[src/rtl/sysctl_pkg.sv]
package sysctl_pkg;
    localparam int DW    = 32;
    localparam int AW    = 12;
    localparam int NSLOT = 21;

    typedef enum logic [3:0] {
        K_BAD, K_RW, K_RO, K_ZERO, K_SET, K_CLR, K_SWRST,
        K_HOLD, K_VLOCK, K_PLOCK, K_ID
    } kind_e;

    typedef enum logic [4:0] {
        S_DBG, S_SEC, S_FDIV, S_SDIV, S_CFRC, S_RSYN, S_RMSK, S_RET,
        S_VEC0, S_VEC1, S_HOLD, S_NMI, S_WAKE, S_EWC, S_PWR,
        S_SSYS, S_SCPU, S_SR0, S_SR1, S_SR2, S_SR3, S_NONE
    } slot_e;

    typedef struct packed {
        logic [NSLOT-1:0][DW-1:0] r;
        logic [DW-1:0]            rdata;
        logic                     err;
        logic                     rstreq;
    } bank_t;

    function automatic logic [DW-1:0] lane_mask(input logic [DW/8-1:0] s);
        logic [DW-1:0] m;
        for (int i = 0; i < DW/8; i++) m[i*8 +: 8] = {8{s[i]}};
        return m;
    endfunction
endpackage

[src/rtl/sysctl_decode.sv]
module sysctl_decode
    import sysctl_pkg::*;
#(
    parameter int VARIANT = 1
) (
    input  logic [AW-1:0] addr,
    output kind_e         kind,
    output slot_e         slot,
    output logic [3:0]    id_idx
);
    localparam bit V0 = (VARIANT == 0);
    localparam bit V1 = (VARIANT == 1);
    localparam bit V2 = (VARIANT == 2);

    always_comb begin
        kind   = K_BAD;
        slot   = S_NONE;
        id_idx = addr[5:2] - 4'd4;
        case (addr)
            12'h000: begin kind = K_RO;  slot = S_DBG; end
            12'h004: begin kind = K_SET; slot = S_DBG; end
            12'h008: begin kind = K_CLR; slot = S_DBG; end
            12'h00C: if (!V0) begin kind = K_RW; slot = S_SEC;  end
            12'h010: if (!V0) begin kind = K_RW; slot = S_FDIV; end
            12'h014: if (!V0) begin kind = K_RW; slot = S_SDIV; end
            12'h018: if (!V0) begin kind = K_RW; slot = S_CFRC; end
            12'h100: begin kind = K_RW; slot = S_RSYN; end
            12'h104: begin kind = K_RW; slot = S_RMSK; end
            12'h108: kind = K_SWRST;
            12'h10C: begin kind = K_RW; slot = S_RET; end
            12'h110: begin kind = V2 ? K_VLOCK : K_RW; slot = S_VEC0; end
            12'h114: if (V1) begin kind = K_RW; slot = S_VEC1; end
            12'h118: if (!V2) begin kind = K_HOLD; slot = S_HOLD; end
            12'h11C: begin
                if (V0) kind = K_ZERO;
                else if (V1) begin kind = K_RW; slot = S_NMI; end
            end
            12'h120: begin
                if (V2) begin kind = K_HOLD; slot = S_HOLD; end
                else    begin kind = K_RW;   slot = S_WAKE; end
            end
            12'h124: begin
                if (V1)      begin kind = K_RW; slot = S_EWC; end
                else if (V2) begin kind = K_RW; slot = S_NMI; end
            end
            12'h1FC: if (V2) begin kind = K_PLOCK; slot = S_PWR; end
            12'h200: if (!V0) begin kind = K_RW; slot = S_SSYS; end
            12'h204: if (V2)  begin kind = K_RW; slot = S_SCPU; end
            12'h20C: if (V1)  begin kind = K_RW; slot = S_SR0;  end
            12'h210: if (V1)  begin kind = K_RW; slot = S_SR1;  end
            12'h214: if (!V0) begin kind = K_RW; slot = S_SR2;  end
            12'h218: if (!V0) begin kind = K_RW; slot = S_SR3;  end
            default: if (addr >= 12'hFD0 && addr[1:0] == 2'b00) kind = K_ID;
        endcase
    end
endmodule

[src/rtl/sysctl_idrom.sv]
module sysctl_idrom
    import sysctl_pkg::*;
#(
    parameter int VARIANT = 1
) (
    input  logic [3:0]    idx,
    output logic [DW-1:0] word
);
    localparam logic [7:0] REV = (VARIANT == 0) ? 8'h0B : 8'h1B;

    always_comb begin
        word = '0;
        case (idx)
            4'd0:  word[7:0] = 8'h04;
            4'd4:  word[7:0] = 8'h54;
            4'd5:  word[7:0] = 8'hB8;
            4'd6:  word[7:0] = REV;
            4'd8:  word[7:0] = 8'h0D;
            4'd9:  word[7:0] = 8'hF0;
            4'd10: word[7:0] = 8'h05;
            4'd11: word[7:0] = 8'hB1;
            default: word = '0;
        endcase
    end
endmodule

[src/rtl/sysctl_release.sv]
module sysctl_release #(
    parameter int          NC       = 2,
    parameter logic [NC-1:0] RST_BITS = '0
) (
    input  logic          clk,
    input  logic          rst_n,
    input  logic [NC-1:0] hold,
    output logic [NC-1:0] pulse
);
    logic [NC-1:0] prev_q, prev_d;

    always_comb begin
        prev_d = hold;
    end

    always_ff @(posedge clk) begin
        if (!rst_n) prev_q <= RST_BITS;
        else        prev_q <= prev_d;
    end

    for (genvar i = 0; i < NC; i++) begin : g_edge
        assign pulse[i] = prev_q[i] & ~hold[i];
    end
endmodule

[src/rtl/sysctl_bank.sv]
module sysctl_bank
    import sysctl_pkg::*;
#(
    parameter int          VARIANT   = 1,
    parameter int          MAX_CORES = 2,
    parameter logic [31:0] VEC0_RST  = 32'h1000_0000,
    parameter logic [31:0] VEC1_RST  = 32'h1000_0000,
    parameter logic [31:0] HOLD_RST  = 32'h0
) (
    input  logic                 clk,
    input  logic                 rst_n,
    input  logic                 rd_en,
    input  logic                 wr_en,
    input  logic [11:0]          addr,
    input  logic [31:0]          wdata,
    input  logic [3:0]           wstrb,
    output logic [31:0]          rdata,
    output logic                 err,
    output logic                 sys_reset_req,
    output logic [MAX_CORES-1:0] core_hold,
    output logic [MAX_CORES-1:0] core_release,
    output logic [31:0]          init_vec0,
    output logic [31:0]          init_vec1,
    output logic [31:0]          dbg_en,
    output logic [1:0]           pwr_ctl
);
    localparam int NCORE = (VARIANT == 2) ? 1 : 2;
    localparam int SWRST_BIT = 9;
    localparam int VEC_LSB   = 7;

    kind_e         kind;
    slot_e         slot;
    logic [3:0]    id_idx;
    logic [DW-1:0] id_word;
    logic [4:0]    sidx;
    logic [DW-1:0] wmask, merged, wbits;
    logic          vec0_lock;
    bank_t         state_d, state_q;

    sysctl_decode #(.VARIANT(VARIANT)) u_dec (
        .addr(addr), .kind(kind), .slot(slot), .id_idx(id_idx)
    );

    sysctl_idrom #(.VARIANT(VARIANT)) u_id (
        .idx(id_idx), .word(id_word)
    );

    function automatic bank_t reset_state();
        bank_t s;
        s = '0;
        s.r[S_RSYN] = 32'h1;
        s.r[S_PWR]  = 32'h3;
        s.r[S_SSYS] = 32'h7F;
        s.r[S_VEC0] = VEC0_RST;
        s.r[S_VEC1] = VEC1_RST;
        s.r[S_HOLD] = HOLD_RST;
        return s;
    endfunction

    always_comb begin
        state_d        = state_q;
        state_d.err    = 1'b0;
        state_d.rstreq = 1'b0;
        sidx   = (slot == S_NONE) ? 5'd0 : 5'(slot);
        wmask  = lane_mask(wstrb);
        wbits  = wdata & wmask;
        merged = (state_q.r[sidx] & ~wmask) | wbits;

        if (rd_en) begin
            state_d.rdata = '0;
            case (kind)
                K_RW, K_RO, K_HOLD, K_VLOCK, K_PLOCK: state_d.rdata = state_q.r[sidx];
                K_ID:   state_d.rdata = id_word;
                K_ZERO: state_d.rdata = '0;
                default: state_d.err = 1'b1;
            endcase
        end

        if (wr_en) begin
            case (kind)
                K_RW, K_HOLD: state_d.r[sidx] = merged;
                K_SET:   state_d.r[S_DBG] = state_q.r[S_DBG] | wbits;
                K_CLR:   state_d.r[S_DBG] = state_q.r[S_DBG] & ~wbits;
                K_SWRST: state_d.rstreq = wbits[SWRST_BIT];
                K_VLOCK: begin
                    if (state_q.r[S_VEC0][0]) state_d.err = 1'b1;
                    else                      state_d.r[sidx] = merged;
                end
                K_PLOCK: begin
                    if (!state_q.r[S_PWR][0]) state_d.err = 1'b1;
                    else                      state_d.r[sidx] = merged;
                end
                default: state_d.err = 1'b1;
            endcase
        end
    end

    always_ff @(posedge clk) begin
        if (!rst_n) state_q <= reset_state();
        else        state_q <= state_d;
    end

    for (genvar i = 0; i < MAX_CORES; i++) begin : g_hold
        if (i < NCORE) begin : g_on
            assign core_hold[i] = state_q.r[S_HOLD][i];
        end else begin : g_off
            assign core_hold[i] = 1'b0;
        end
    end

    sysctl_release #(
        .NC(MAX_CORES),
        .RST_BITS(MAX_CORES'(HOLD_RST & ((VARIANT == 2) ? 32'h1 : 32'h3)))
    ) u_rel (
        .clk(clk), .rst_n(rst_n), .hold(core_hold), .pulse(core_release)
    );

    if (VARIANT == 2) begin : g_vlock
        assign init_vec0 = {state_q.r[S_VEC0][31:VEC_LSB], {VEC_LSB{1'b0}}};
        assign vec0_lock = state_q.r[S_VEC0][0];
    end else begin : g_vfree
        assign init_vec0 = state_q.r[S_VEC0];
        assign vec0_lock = 1'b0;
    end

    assign init_vec1     = state_q.r[S_VEC1];
    assign dbg_en        = state_q.r[S_DBG];
    assign pwr_ctl       = state_q.r[S_PWR][1:0];
    assign rdata         = state_q.rdata;
    assign err           = state_q.err;
    assign sys_reset_req = state_q.rstreq;
endmodule

[config.mk]
export PLATFORM = sky130hd
export DESIGN_NAME = sysctl_bank
export DESIGN_NICKNAME = d
export VERILOG_FILES = /design/src/rtl/sysctl_pkg.sv /design/src/rtl/sysctl_decode.sv /design/src/rtl/sysctl_idrom.sv /design/src/rtl/sysctl_release.sv /design/src/rtl/sysctl_bank.sv
export SDC_FILE = /design/constraint.sdc
export NUM_CORES = 2
export LEC_CHECK = 0
export CORE_MARGIN = 3
export CORE_UTILIZATION = 45
export CTS_CLUSTER_SIZE = 28
export DETAILED_ROUTE_END_ITERATION = 10
export DONT_BUFFER_PORTS = 1
export HOLD_SLACK_MARGIN = 0.12
export PLACE_DENSITY = 0.6
export SYNTH_ARGS = -nofsm -noshare
export SYNTH_HDL_FRONTEND = slang
export SYNTH_SLANG_ARGS = --single-unit
[constraint.sdc]
create_clock -name clk -period 8.8 [get_ports clk]
set_input_delay 1.76 -clock clk [delete_from_list [all_inputs] [get_ports clk]]
set_output_delay 1.76 -clock clk [all_outputs]
set_load 0.02 [all_outputs]
==> tab_implementation.tex <==
\begin{tabular}{lr}
\hline
Metric & Value \\
\hline
\multicolumn{2}{l}{\textbf{Status}} \\
\quad Result of the run & finished, final reports clean \\
\multicolumn{2}{l}{\textbf{Logic synthesis}} \\
\quad Multiplexer share of the synthesized area & 0.0277 \\
\quad Cell area after technology mapping & approximately 0.031 mm2 \\
\quad Simple logic cell fraction of the synthesized area & 0.132 \\
\quad Dominant synthesized flop cell & dfxtp\_1 \\
\quad Sequential fraction of the synthesis area & 0.437 \\
\quad Largest family of logic cells by synthesized area & compound AO/OA/AOI/OAI gates \\
\quad Xor-xnor portion of the synthesized cell area & 0.00136 \\
\quad Number of synthesized register bits & 684 \\
\quad EDFF count, synth & 0 \\
\quad Gate Count Post-Synth & 3626 \\
\quad Yosys synthesis warning count & 0 \\
\quad Number of distinct library cells after synthesis & 105 \\
\quad Synth Net Count & between 3000 and 4000 \\
\quad Share of async-settable or async-resettable flops after synthesis & 0 \\
\quad Adder-cell share of the synthesized area & 0.000319 \\
\quad Compound-Gate Fraction of Synth Area & 0.310 \\
\quad Mean Syn Cell Area & 8.64 um2 \\
\multicolumn{2}{l}{\textbf{Job}} \\
\quad Max-Cap Viols & 0 \\
\multicolumn{2}{l}{\textbf{Power}} \\
\quad Comb pwr share & 0.024 \\
\quad Switching portion of total power & 0.227 \\
\quad Power Internal & 5060 uW \\
\quad Fraction of power consumed by the clock network & 0.503 \\
\quad Max VDD drop & around 0.11 mV \\
\quad Leak Pwr & 0.0115 uW \\
\quad Switching power total & 1490 uW \\
\quad Relative contribution of sequential cells to total power & 0.473 \\
\quad Power Dens Cells & 198 mW/mm2 \\
\multicolumn{2}{l}{\textbf{Critical path}} \\
\quad Maximum fanout count along the critical path & 64 \\
\quad Register-to-Register Path Depth & 5 \\
\quad Crit end category & register \\
\quad Stage delay of the slowest cell on the critical path & 0.97 ns \\
\quad Worst setup SP type & input pin \\
\quad Type of the worst setup path & input pin to register \\
\quad Worst path cell trace & or4\_1 -> nor4\_2 -> o21a\_2 -> nor3\_4 -> buf\_4 -> a211oi\_1 -> a31oi\_1 -> nor4\_2 -> a21oi\_2 -> a211oi\_1 \\
\quad Arrival time at the worst endpoint & 6.67 ns \\
\quad Cell with the biggest individual delay on the critical path & buf\_4 \\
\quad Req. time, crit path & 9.23 ns \\
\multicolumn{2}{l}{\textbf{Finish}} \\
\quad Fill cell instance count of the final layout & 6373 \\
\quad Number of nets in the layout & 3308 \\
\quad Leading cell type in the layout, fill and taps excluded & dfxtp\_1 \\
\quad Commonest cells after routing, fill and taps aside & dfxtp\_1, o21ai\_0, nand2\_1 \\
\quad Final standard cell count with taps included and fillers excluded & 4251 \\
\quad Layout overhead on the synthesized area & 5.37\% \\
\quad Share of final-layout standard cells stronger than drive strength 1 & 0.108 \\
\multicolumn{2}{l}{\textbf{Timing}} \\
\quad Period minus WS final & 6.23 ns \\
\quad Achievable frequency & 160 MHz \\
\quad Max-slew headroom & 0.0745 \\
\quad Transition time of the tightest slew-check pin & 1.38 ns \\
\quad Max Transition Viols Final & 0 \\
\quad Clock Skews & about 0.024 ns \\
\quad Setup TNS Final & 0 ns \\
\quad Final hold violations & 0 \\
\quad Unrepaired setup endpoints after global routing & false \\
\quad Period utilisation layout & 0.708 \\
\quad Final setup violation count & 0 \\
\multicolumn{2}{l}{\textbf{Clock network}} \\
\quad CTS Hold Bufs & 0 \\
\quad Clock tree from TritonCTS & yes \\
\quad Clock transition at the register clock pins on the worst setup and hold paths after CTS & roughly 0.060 ns \\
\quad Cells resized by post-CTS repair & 0 \\
\quad H-tree levels & 3 \\
\quad TritonCTS buffer count & 76 \\
\quad Clock Root Buffer & clkbuf\_16 \\
\quad Largest buffer count on any clock path & 3 \\
\quad Post-CTS setup buffer count & 0 \\
\quad Worst-skew pair later-pin latency & 0.63 ns \\
\quad CTS sink cnt & 684 \\
\multicolumn{2}{l}{\textbf{Die}} \\
\quad Ports placed on the boundary & $\sim$190 \\
\quad Starting Density & 0.455 \\
\quad Row cnt & 96 \\
\quad Die Span X & $\sim$270 um \\
\quad Die Footprint & 0.0728 mm2 \\
\quad Placeable core region & 0.0688 mm2 \\
\quad Die H & 270 um \\
\multicolumn{2}{l}{\textbf{Placement}} \\
\quad GPL Wtd Cong & between 0.8 and 0.9 \\
\quad IO buf count & 0 \\
\quad Cell count after placement & 4108 \\
\quad DP Wirelength & 77.4 mm \\
\multicolumn{2}{l}{\textbf{Drt}} \\
\quad Wire length per cell after detailed routing & about 29 um \\
\quad Drt total wl & about 120 mm \\
\quad DRC violation count after routing & 0 \\
\quad Via-per-instance ratio & $\sim$6.8 \\
\quad Post-route ant nets & 0 \\
\quad Iteration-0 DRC count of the detailed router & approximately 4500 \\
\quad First-pass iteration count of the detailed router & 6 \\
\quad Routed via count & around 29000 \\
\multicolumn{2}{l}{\textbf{Min path}} \\
\quad Worst hold path type & register to register \\
\quad Hold depth & 1 \\
\multicolumn{2}{l}{\textbf{Global route}} \\
\quad Grt met2 use & 0.460 \\
\quad Maximum number of pins on one net before global-route repair & approximately 470 \\
\quad Initial antenna violation count & 1 \\
\quad GRT met1 Usage & 0.465 \\
\quad Via count of the first global-routing pass & 26500 \\
\quad Met3 capacity usage during global routing & 0.0955 \\
\quad Overall fraction of global-route tracks in use & 0.323 \\
\quad Aggregate global routing overflow & 0 \\
\quad Wire length of the first global-routing pass & 182 mm \\
\quad Peak-usage layer in the global routing report & met1 \\
\hline
\end{tabular}
sequential cells by signal, indices dropped and copies added (netlist names):
| register | count |
|---|---|
| u_rel.prev_q | 2 |
| state_q | 548 |
| rdata | 32 |
| init_vec1 | 32 |
| sys_reset_req | 1 |
| err | 1 |
| dbg_en | 32 |
| init_vec0 | 32 |
| pwr_ctl | 2 |
| core_hold | 2 |
worst max-delay path, delay by kind of cell:
| family | cells | cell delay [ns] |
|---|---|---|
| simple gates | 4 | 1.61 |
| compound gates | 5 | 2.28 |
| buf+inv | 1 | 0.97 |
Yosys cell counts (all sizes together), types with 6 or more instances:
cell type,count,area (um2)
inv,8,30.0
a31oi,271,1800
a2111oi,20,288
o22ai,53,332
a21oi,218,1130
nor2b,8,50.1
o211ai,20,160
o21a,7,61.3
a32o,7,70.1
o22a,6,52.6
a22o,17,149
and2,51,319
nand2,275,1030
a2bb2oi,19,173
a221oi,6,52.6
a41oi,18,173
nand2b,14,90.1
buf,266,1880
a22oi,31,233
nand3,103,531
nor2,242,928
mux2,11,124
a21o,17,128
mux2i,74,744
o21ai,471,2360
and3,11,68.8
a211oi,176,1480
or3,37,231
a32oi,10,87.6
clkbuf,252,946
nor3,40,263
dfxtp,684,13700
o221ai,63,558
nand4,22,163
nor4,17,186
power by group through the flow:
stage,clock (uW),sequential [uW],combinational [uW]
6_report,3290,3100,155
5_1_grt,3440,3100,159
4_1_cts,3310,3100,148
3_5_place_dp,0,3170,147
3_3_place_gp,0,3170,146
2_1_floorplan,0,3170,134
cells by family (layout without fill, tap and decap cells):
| family | Yosys count | count (layout) |
|---|---|---|
| muxes | 85 | 85 |
| buffers and inverters | 526 | 218 |
| DFF | 684 | 684 |
| adders and majority gates | 1 | 1 |
| and+or+nand+nor | 852 | 852 |
| AOI/OAI and AO/OA | 1474 | 1474 |
| xor gates and xnor gates | 4 | 4 |
| other | 0 | 2 |
final timing paths:
path | slack [ns] | to | from
min reg2reg | 0.46 | state_q[547] | state_q[547]
max reg2reg | 5.65 | state_q[219] | init_vec1[25]
min | 0.46 | state_q[547] | state_q[547]
max | 2.57 | state_q[537] | addr[11]
final cells by class:
| type | count | area (um2) | share of cell area |
|---|---|---|---|
| Antenna cell | 2 | 5.00 | 0.000152 |
| Clock buffer | 118 | 2340 | 0.0710 |
| Clock inverter | 22 | 233 | 0.00705 |
| Inverter | 8 | 35.0 | 0.00106 |
| Multi-Input combinational cell | 2416 | 15000 | 0.454 |
| Sequential cell | 684 | 13700 | 0.415 |
| Tap cell | 931 | 1160 | 0.0353 |
| Timing Repair Buffer | 70 | 554 | 0.0168 |
metal layers:
metal  share of wire  up-vias  wire length [um]
li1                -    12600                 -
met1            0.42    14300             51700
met2            0.42     1954             51200
met3            0.13      239             16500
met4           0.031        2              3860
met5         0.00014        -                17
per-stage QoR:
stage	setup WS, ns	hold slack [ns]	power [uW]	util	instance area [um2]
global placement	1.89	0.437	3310	0.442	30400
global route	2.45	0.469	6700	0.480	33000
detailed placement	2.11	0.442	3310	0.442	30400
floorplan	4.27	0.417	3300	-	31300
finish	2.57	0.457	6550	0.480	33000
CTS	2.76	0.458	6560	0.480	33000
Note: power is estimated with default switching activity, not from simulation.
